[src/rtl/i2s_pwm_pkg.sv]
package i2s_pwm_pkg;
  localparam int SAMPLE_W = 24;
  localparam int DUTY_W   = 5;
  localparam int SLOT_W   = 32;
  localparam int LFSR_W   = 20;
  localparam int STEP_W   = SAMPLE_W - DUTY_W;
  localparam int DITH_W   = STEP_W - 1;
  localparam int NCH      = 2;
  localparam logic [DUTY_W-1:0] DUTY_MID = DUTY_W'(1 << (DUTY_W - 1));

  typedef struct packed {
    logic [DUTY_W-1:0] duty;
    logic [STEP_W-1:0] err;
  } quant_t;

  function automatic logic [SAMPLE_W-1:0] to_offset(input logic [SAMPLE_W-1:0] s);
    return {~s[SAMPLE_W-1], s[SAMPLE_W-2:0]};
  endfunction

  function automatic logic [DITH_W-1:0] scale_dither(input logic [DITH_W-1:0] raw,
                                                     input logic [1:0] lvl);
    return raw >> (2'd3 - lvl);
  endfunction

  function automatic quant_t quantise(input logic [SAMPLE_W-1:0] u,
                                      input logic [STEP_W-1:0] err,
                                      input logic [DITH_W-1:0] dith);
    quant_t q;
    logic [SAMPLE_W:0] acc;
    acc = {1'b0, u} + {{(DUTY_W+1){1'b0}}, err} + {{(DUTY_W+2){1'b0}}, dith};
    if (acc[SAMPLE_W]) begin
      q.duty = '1;
      q.err  = '1;
    end else begin
      q.duty = acc[SAMPLE_W-1:STEP_W];
      q.err  = acc[STEP_W-1:0];
    end
    return q;
  endfunction
endpackage

[src/rtl/i2s_rx.sv]
module i2s_rx
  import i2s_pwm_pkg::*;
(
  input  logic                clk,
  input  logic                rst_n,
  input  logic                sck,
  input  logic                ws,
  input  logic                sd,
  output logic [SAMPLE_W-1:0] left_q,
  output logic [SAMPLE_W-1:0] right_q,
  output logic                left_stb,
  output logic                right_stb
);
  logic [1:0] sck_sy, ws_sy, sd_sy;
  logic       sck_d, ws_prev;
  logic [SLOT_W-1:0] shreg;
  logic [SLOT_W-1:0] word;
  logic       sck_rise, slot_end;

  assign sck_rise  = sck_sy[1] & ~sck_d;
  assign word      = {shreg[SLOT_W-2:0], sd_sy[1]};
  assign slot_end  = sck_rise && (ws_sy[1] != ws_prev);
  assign left_stb  = slot_end && !ws_prev;
  assign right_stb = slot_end && ws_prev;

  always_ff @(posedge clk) begin
    if (!rst_n) begin
      sck_sy <= '0; ws_sy <= '0; sd_sy <= '0; sck_d <= 1'b0;
    end else begin
      sck_sy <= {sck_sy[0], sck};
      ws_sy  <= {ws_sy[0], ws};
      sd_sy  <= {sd_sy[0], sd};
      sck_d  <= sck_sy[1];
    end
  end

  always_ff @(posedge clk) begin
    if (!rst_n) begin
      shreg <= '0; ws_prev <= 1'b0; left_q <= '0; right_q <= '0;
    end else if (sck_rise) begin
      shreg   <= word;
      ws_prev <= ws_sy[1];
      if (left_stb)  left_q  <= word[SLOT_W-1 -: SAMPLE_W];
      if (right_stb) right_q <= word[SLOT_W-1 -: SAMPLE_W];
    end
  end

  AST_WORD_SINGLE: assert property (@(posedge clk) disable iff (!rst_n)
    (left_stb || right_stb) |=> !(left_stb || right_stb));
endmodule

[src/rtl/pwm_quant.sv]
module pwm_quant
  import i2s_pwm_pkg::*;
(
  input  logic                clk,
  input  logic                rst_n,
  input  logic                standby,
  input  logic                load,
  input  logic                mute,
  input  logic [SAMPLE_W-1:0] sample,
  input  logic [DITH_W-1:0]   dither_raw,
  input  logic [1:0]          lvl,
  output logic [DUTY_W-1:0]   duty_o
);
  logic [STEP_W-1:0] err_q;
  quant_t            q;

  always_comb q = quantise(to_offset(sample), err_q, scale_dither(dither_raw, lvl));

  always_ff @(posedge clk) begin
    if (!rst_n) begin
      err_q  <= '0;
      duty_o <= '0;
    end else if (standby) begin
      err_q  <= '0;
      duty_o <= '0;
    end else if (load) begin
      err_q  <= q.err;
      duty_o <= mute ? DUTY_MID : q.duty;
    end
  end

  AST_MUTE_HALF: assert property (@(posedge clk) disable iff (!rst_n)
    (load && mute && !standby) |=> (duty_o == DUTY_MID));
  AST_STBY_CLEAR: assert property (@(posedge clk) disable iff (!rst_n)
    standby |=> (err_q == '0));
endmodule

[src/rtl/i2s_pwm_mod.sv]
module i2s_pwm_mod
  import i2s_pwm_pkg::*;
(
  input  logic       clk,
  input  logic       rst_n,
  input  logic       i2s_sck,
  input  logic       i2s_ws,
  input  logic       i2s_sd,
  input  logic       bridge_en,
  input  logic       bridge_sel_right,
  input  logic [1:0] dither_lvl,
  input  logic       mute,
  input  logic       standby,
  output logic       pwm_a,
  output logic       pwm_b
);
  logic [SAMPLE_W-1:0] smp [NCH];
  logic [DUTY_W-1:0]   duty [NCH];
  logic [DITH_W-1:0]   draw [NCH];
  logic [NCH-1:0]      hi;
  logic [DUTY_W-1:0]   cnt;
  logic [LFSR_W-1:0]   lfsr;
  logic                period_start;
  logic                bridge_q, sel_q;
  logic                left_stb, right_stb;
  logic                nxt_a, nxt_b;

  i2s_rx u_rx (
    .clk(clk), .rst_n(rst_n), .sck(i2s_sck), .ws(i2s_ws), .sd(i2s_sd),
    .left_q(smp[0]), .right_q(smp[1]), .left_stb(left_stb), .right_stb(right_stb)
  );

  assign period_start = &cnt;

  always_ff @(posedge clk) begin
    if (!rst_n) begin
      cnt  <= '0;
      lfsr <= LFSR_W'(1);
    end else begin
      cnt <= cnt + 1'b1;
      if (period_start) lfsr <= {lfsr[LFSR_W-2:0], lfsr[LFSR_W-1] ^ lfsr[16]};
    end
  end

  assign draw[0] = lfsr[DITH_W-1:0];
  assign draw[1] = lfsr[LFSR_W-1 -: DITH_W];

  always_ff @(posedge clk) begin
    if (!rst_n) begin
      bridge_q <= 1'b0;
      sel_q    <= 1'b0;
    end else if (standby) begin
      bridge_q <= bridge_en;
      sel_q    <= bridge_sel_right;
    end
  end

  for (genvar c = 0; c < NCH; c++) begin : g_ch
    pwm_quant u_q (
      .clk(clk), .rst_n(rst_n), .standby(standby), .load(period_start),
      .mute(mute), .sample(smp[c]), .dither_raw(draw[c]), .lvl(dither_lvl),
      .duty_o(duty[c])
    );
    assign hi[c] = (cnt < duty[c]);
  end

  assign nxt_a = bridge_q ? (sel_q ? hi[1] : hi[0]) : hi[0];
  assign nxt_b = bridge_q ? ~nxt_a : hi[1];

  always_ff @(posedge clk) begin
    if (!rst_n) begin
      pwm_a <= 1'b0;
      pwm_b <= 1'b0;
    end else begin
      pwm_a <= !standby && nxt_a;
      pwm_b <= !standby && nxt_b;
    end
  end

  AST_STBY_LOW: assert property (@(posedge clk) disable iff (!rst_n)
    standby |=> (!pwm_a && !pwm_b));
  AST_BRIDGE_COMP: assert property (@(posedge clk) disable iff (!rst_n)
    (bridge_q && !$past(standby)) |-> (pwm_b == !pwm_a));
  AST_MODE_HELD: assert property (@(posedge clk) disable iff (!rst_n)
    !standby |=> ($stable(bridge_q) && $stable(sel_q)));
endmodule

[config.mk]
export PLATFORM = sky130hd
export DESIGN_NAME = i2s_pwm_mod
export DESIGN_NICKNAME = d
export VERILOG_FILES = /design/src/rtl/i2s_pwm_pkg.sv /design/src/rtl/i2s_rx.sv /design/src/rtl/pwm_quant.sv /design/src/rtl/i2s_pwm_mod.sv
export SDC_FILE = /design/constraint.sdc
export NUM_CORES = 1
export LEC_CHECK = 0
export BUFFER_PORTS_ARGS = -buffer_cell sky130_fd_sc_hd__buf_2
export CORE_MARGIN = 10
export CORE_UTILIZATION = 27
export DETAILED_ROUTE_END_ITERATION = 12
export HOLD_SLACK_MARGIN = 0.05
export PLACE_DENSITY_LB_ADDON = 0.12
export RECOVER_POWER = 100
export REMOVE_ABC_BUFFERS = 1
export SLEW_MARGIN = 20
export SYNTH_ARGS = -nofsm -noshare
export SYNTH_HDL_FRONTEND = slang
export SYNTH_SLANG_ARGS = --single-unit
export TNS_END_PERCENT = 100
[constraint.sdc]
create_clock -name clk -period 5.75 [get_ports clk]
set_input_delay 0.8625 -clock clk [delete_from_list [all_inputs] [get_ports clk]]
set_output_delay 0.8625 -clock clk [all_outputs]
set_load 0.1 [all_outputs]
==> flow_summary.toml <==
[run_status]
status = "complete, but fails checks"
violations = "capacitance limit, slew limit"

[min_path]
holdCritPathClass = "flop to flop"
hold_start = "u_rx.sck_sy[0]"

[timing]
fin_crit_ns = 4.90
fmax_mhz = 204
finalHoldViolations = 0
worst_slack_ns = 0.849
finalHoldWorstSlack_ns = 0.432
min_period_over_period_pct = 85.2
skew_ns = 0.0130
worst_slew_pin_slew_ns = 2.83
tns_ns = 0
slew_headroom_pct = -88.7
rsz0062_at_grt = "false"
slew_viol_final = 119
setup_viol = 0

[cts]
clkSlewWorstSetupHoldPaths_ns = 0.07
insertion_delay_ns = 0.45
htree_levels = 4
cts_resized = 0
postCtsSetupBuffers = 0
cts.path.max_buffers = 2
holdBufCountCts = 0
cts_buffers = 17
cts_tree = "yes"
clock_sinks = 164
cts-root-buf = "clkbuf_16"

[routing]
wirelength_mm = 25.4
vias_per_cell = 4.84
drc_errors = 0
ant_nets = 0
routedWlPerCell_um = 16.7
first_iter_violations = 460
dr.pass1.iters = 6
vias = 7364

[global_routing]
grt_overflow = 0
track_usage_pct = 11.9
grt_use_met1_pct = 17.3
busiest_layer = "met2"
antenna_found_initial = 0
grt_pass1_vias = 7372
grt_pass1_wl_mm = 41.8
met3_usage_pct = 1.65
grt_max_degree = 77
gr-usage-met2_pct = 17.6

[placed_design]
detailedPlace.worstSlack_ns = 0.763
io_buffers = 12
finalWeightedCongestion = 0.826
hpwl_mm = 18.3

[power]
p_leak_nw = 4.03
cellPowerDensity_mw_per_mm2 = 229
vdd_drop_max_uv = 196

[finish]
drive_above_1_share_pct = 7.21
final_nets = 1154
num_antenna_cells = 0
syn_to_final_growth_pct = 10.9

[synthesis]
seq_area_frac_synth_pct = 34.4
avgSynthCellArea_um2 = 8.87
yosys_register_bits = 164
yosysWarnings = 0
synthFlopType = "dfxtp_1"
synth-edff-count = 0
synth.cell_area_mm2 = 0.00956
yosysTopAreaCellShare_pct = 34.4
netlist_top_cells_area = "dfxtp_1, fa_1, nand2_1"
yosysUniqueCellTypes = 63
synthArstFlopShare_pct = 0
synth_cells = 1077
synth_top_area_cell = "dfxtp_1"

[setup_path]
cp_max_fo = 27
regToRegStartpoint = "lfsr[5]"
end_kind = "flop"
critical_path_class = "input pin to flop"
cp-start-kind = "input pin"
crit_path_start = "dither_lvl[0]"
cp.arrival_ns = 5.24
required_ns = 6.09

[die]
io_pins = 13
initial_core_util_pct = 27.5
rows = 68
die_area_mm2 = 0.0433
chipHeight_um = 208
fp.dieW_um = 208
core_mm2 = 0.0347

[job]
drv_cap = 2
-- critical path: stages --
cell and delay (ns):
buf_2 0.50, inv_1 0.18, a21oi_1 0.30, fa_1 0.47, ha_1 0.24, fa_1 0.42
a21o_1 0.22, a221oi_1 0.73, o21ai_2 0.16, a31oi_1 0.48, o21ai_0 0.22, mux2i_1 0.16
a221oi_1 0.28
-- layer usage --
metal / wire [um] / part of all wire, %
met2: 10900 / 43
met3: 682 / 2.7
met1: 13500 / 53
met5: 0 / 0
met4: 354 / 1.4
-- flip-flops by register name (all words and copies together) (netlist names), 2 cells and up --
name,count
u_rx.right_q,24
u_rx.shreg,31
u_rx.sck_sy,2
u_rx.left_q,24
g_ch.u_q.duty_o,10
g_ch.u_q.err_q,38
u_rx.sd_sy,2
u_rx.ws_sy,2
lfsr,20
cnt,5
-- report_power, final --
group | internal, mW | total, mW | switching, mW
combinational | 0.0405 | 0.101 | 0.0603
sequential | 1.14 | 1.15 | 0.00450
clock | 0.649 | 1.18 | 0.528
-- synthesized netlist by cell type, types with 8 or more instances --
cell and count:
a21boi_0 81, a21o_1 29, a21oi_1 44, a31oi_1 45
and2_1 14, and3_1 9, clkbuf_1 55, dfxtp_1 164
fa_1 38, ha_1 50, inv_1 35, mux2i_1 35
mux4_2 8, nand2_1 187, nand3_1 19, nor2_1 32
nor2b_1 32, nor3_1 8, o21ai_0 65, xnor2_1 14
xor2_1 23
-- cells by family (layout without fill, tap and decap cells) --
kind of cell,after synthesis,count (layout),share of synthesized area [%]
xor+xnor,37,37,3.39
fa+ha+maj,88,88,14.5
mux,47,47,6.02
simple gates,323,323,15.3
buf+inv,101,92,4.07
flops,164,164,34.4
compound gates,317,317,22.4
-- cell type report --
class | count | area, um^2
clock inverters | 15 | 165
flip-flops and latches | 164 | 3280
multi-input cells | 812 | 5870
well taps | 455 | 569
clock buffers | 17 | 425
repair buffers | 24 | 146
inverters | 36 | 135
fillers | 3761 | 24100
-- cells in the final DEF, fill, tap and decap left out, types with 4 or more instances in the layout --
cell        netlist  layout
nand2b_1          4       4
nand2_1         187     187
ha_1             50      50
o31ai_1           4       4
clkinvlp_4        0       4
buf_4             0      10
mux4_2            8       8
a31oi_1          45      45
buf_2             7       9
clkbuf_1         55       4
mux2_2            4       4
a21boi_0         81      84
o21a_1            5       5
nor2_1           32      32
mux2i_1          35      35
a21o_1           29      29
inv_1            35      35
clkbuf_16         0      17
and3_1            9       9
nand3_1          19      19
xor2_1           23      23
nor2b_1          32      31
and2_1           14      12
xnor2_1          14      14
dfxtp_1         164     164
o21bai_1          4       4
inv_6             0       7
nor3_1            8       8
fa_1             38      38
a21oi_1          44      44
nand3b_1          4       4
o21ai_0          65      66
-- path summary, 6_finish.rpt --
| kind | to | slack, ns | cells past startpoint |
|---|---|---|---|
| setup / recovery | g_ch[1].u_q.duty_o[4] | 0.85 | 13 |
| hold / removal | u_rx.sck_sy[1] | 0.43 | 1 |
| setup reg to reg | g_ch[1].u_q.duty_o[4] | 1.38 | 13 |
| hold reg to reg | u_rx.sck_sy[1] | 0.43 | 1 |
-- per-stage QoR --
step | std cells | utilization (%) | area, um^2 | total power [mW]
2_1_floorplan | 1012 | - | 9300 | 1.23
5_1_grt | 1523 | 30.5 | 10600 | 2.52
3_5_place_dp | 1491 | 29.0 | 10100 | 1.27
4_1_cts | 1523 | 30.7 | 10600 | 2.46
3_3_place_gp | 1490 | 28.9 | 10000 | 1.27
6_report | 1523 | 30.5 | 10600 | 2.42
No activity file was read; power rests on OpenSTA's default activity.
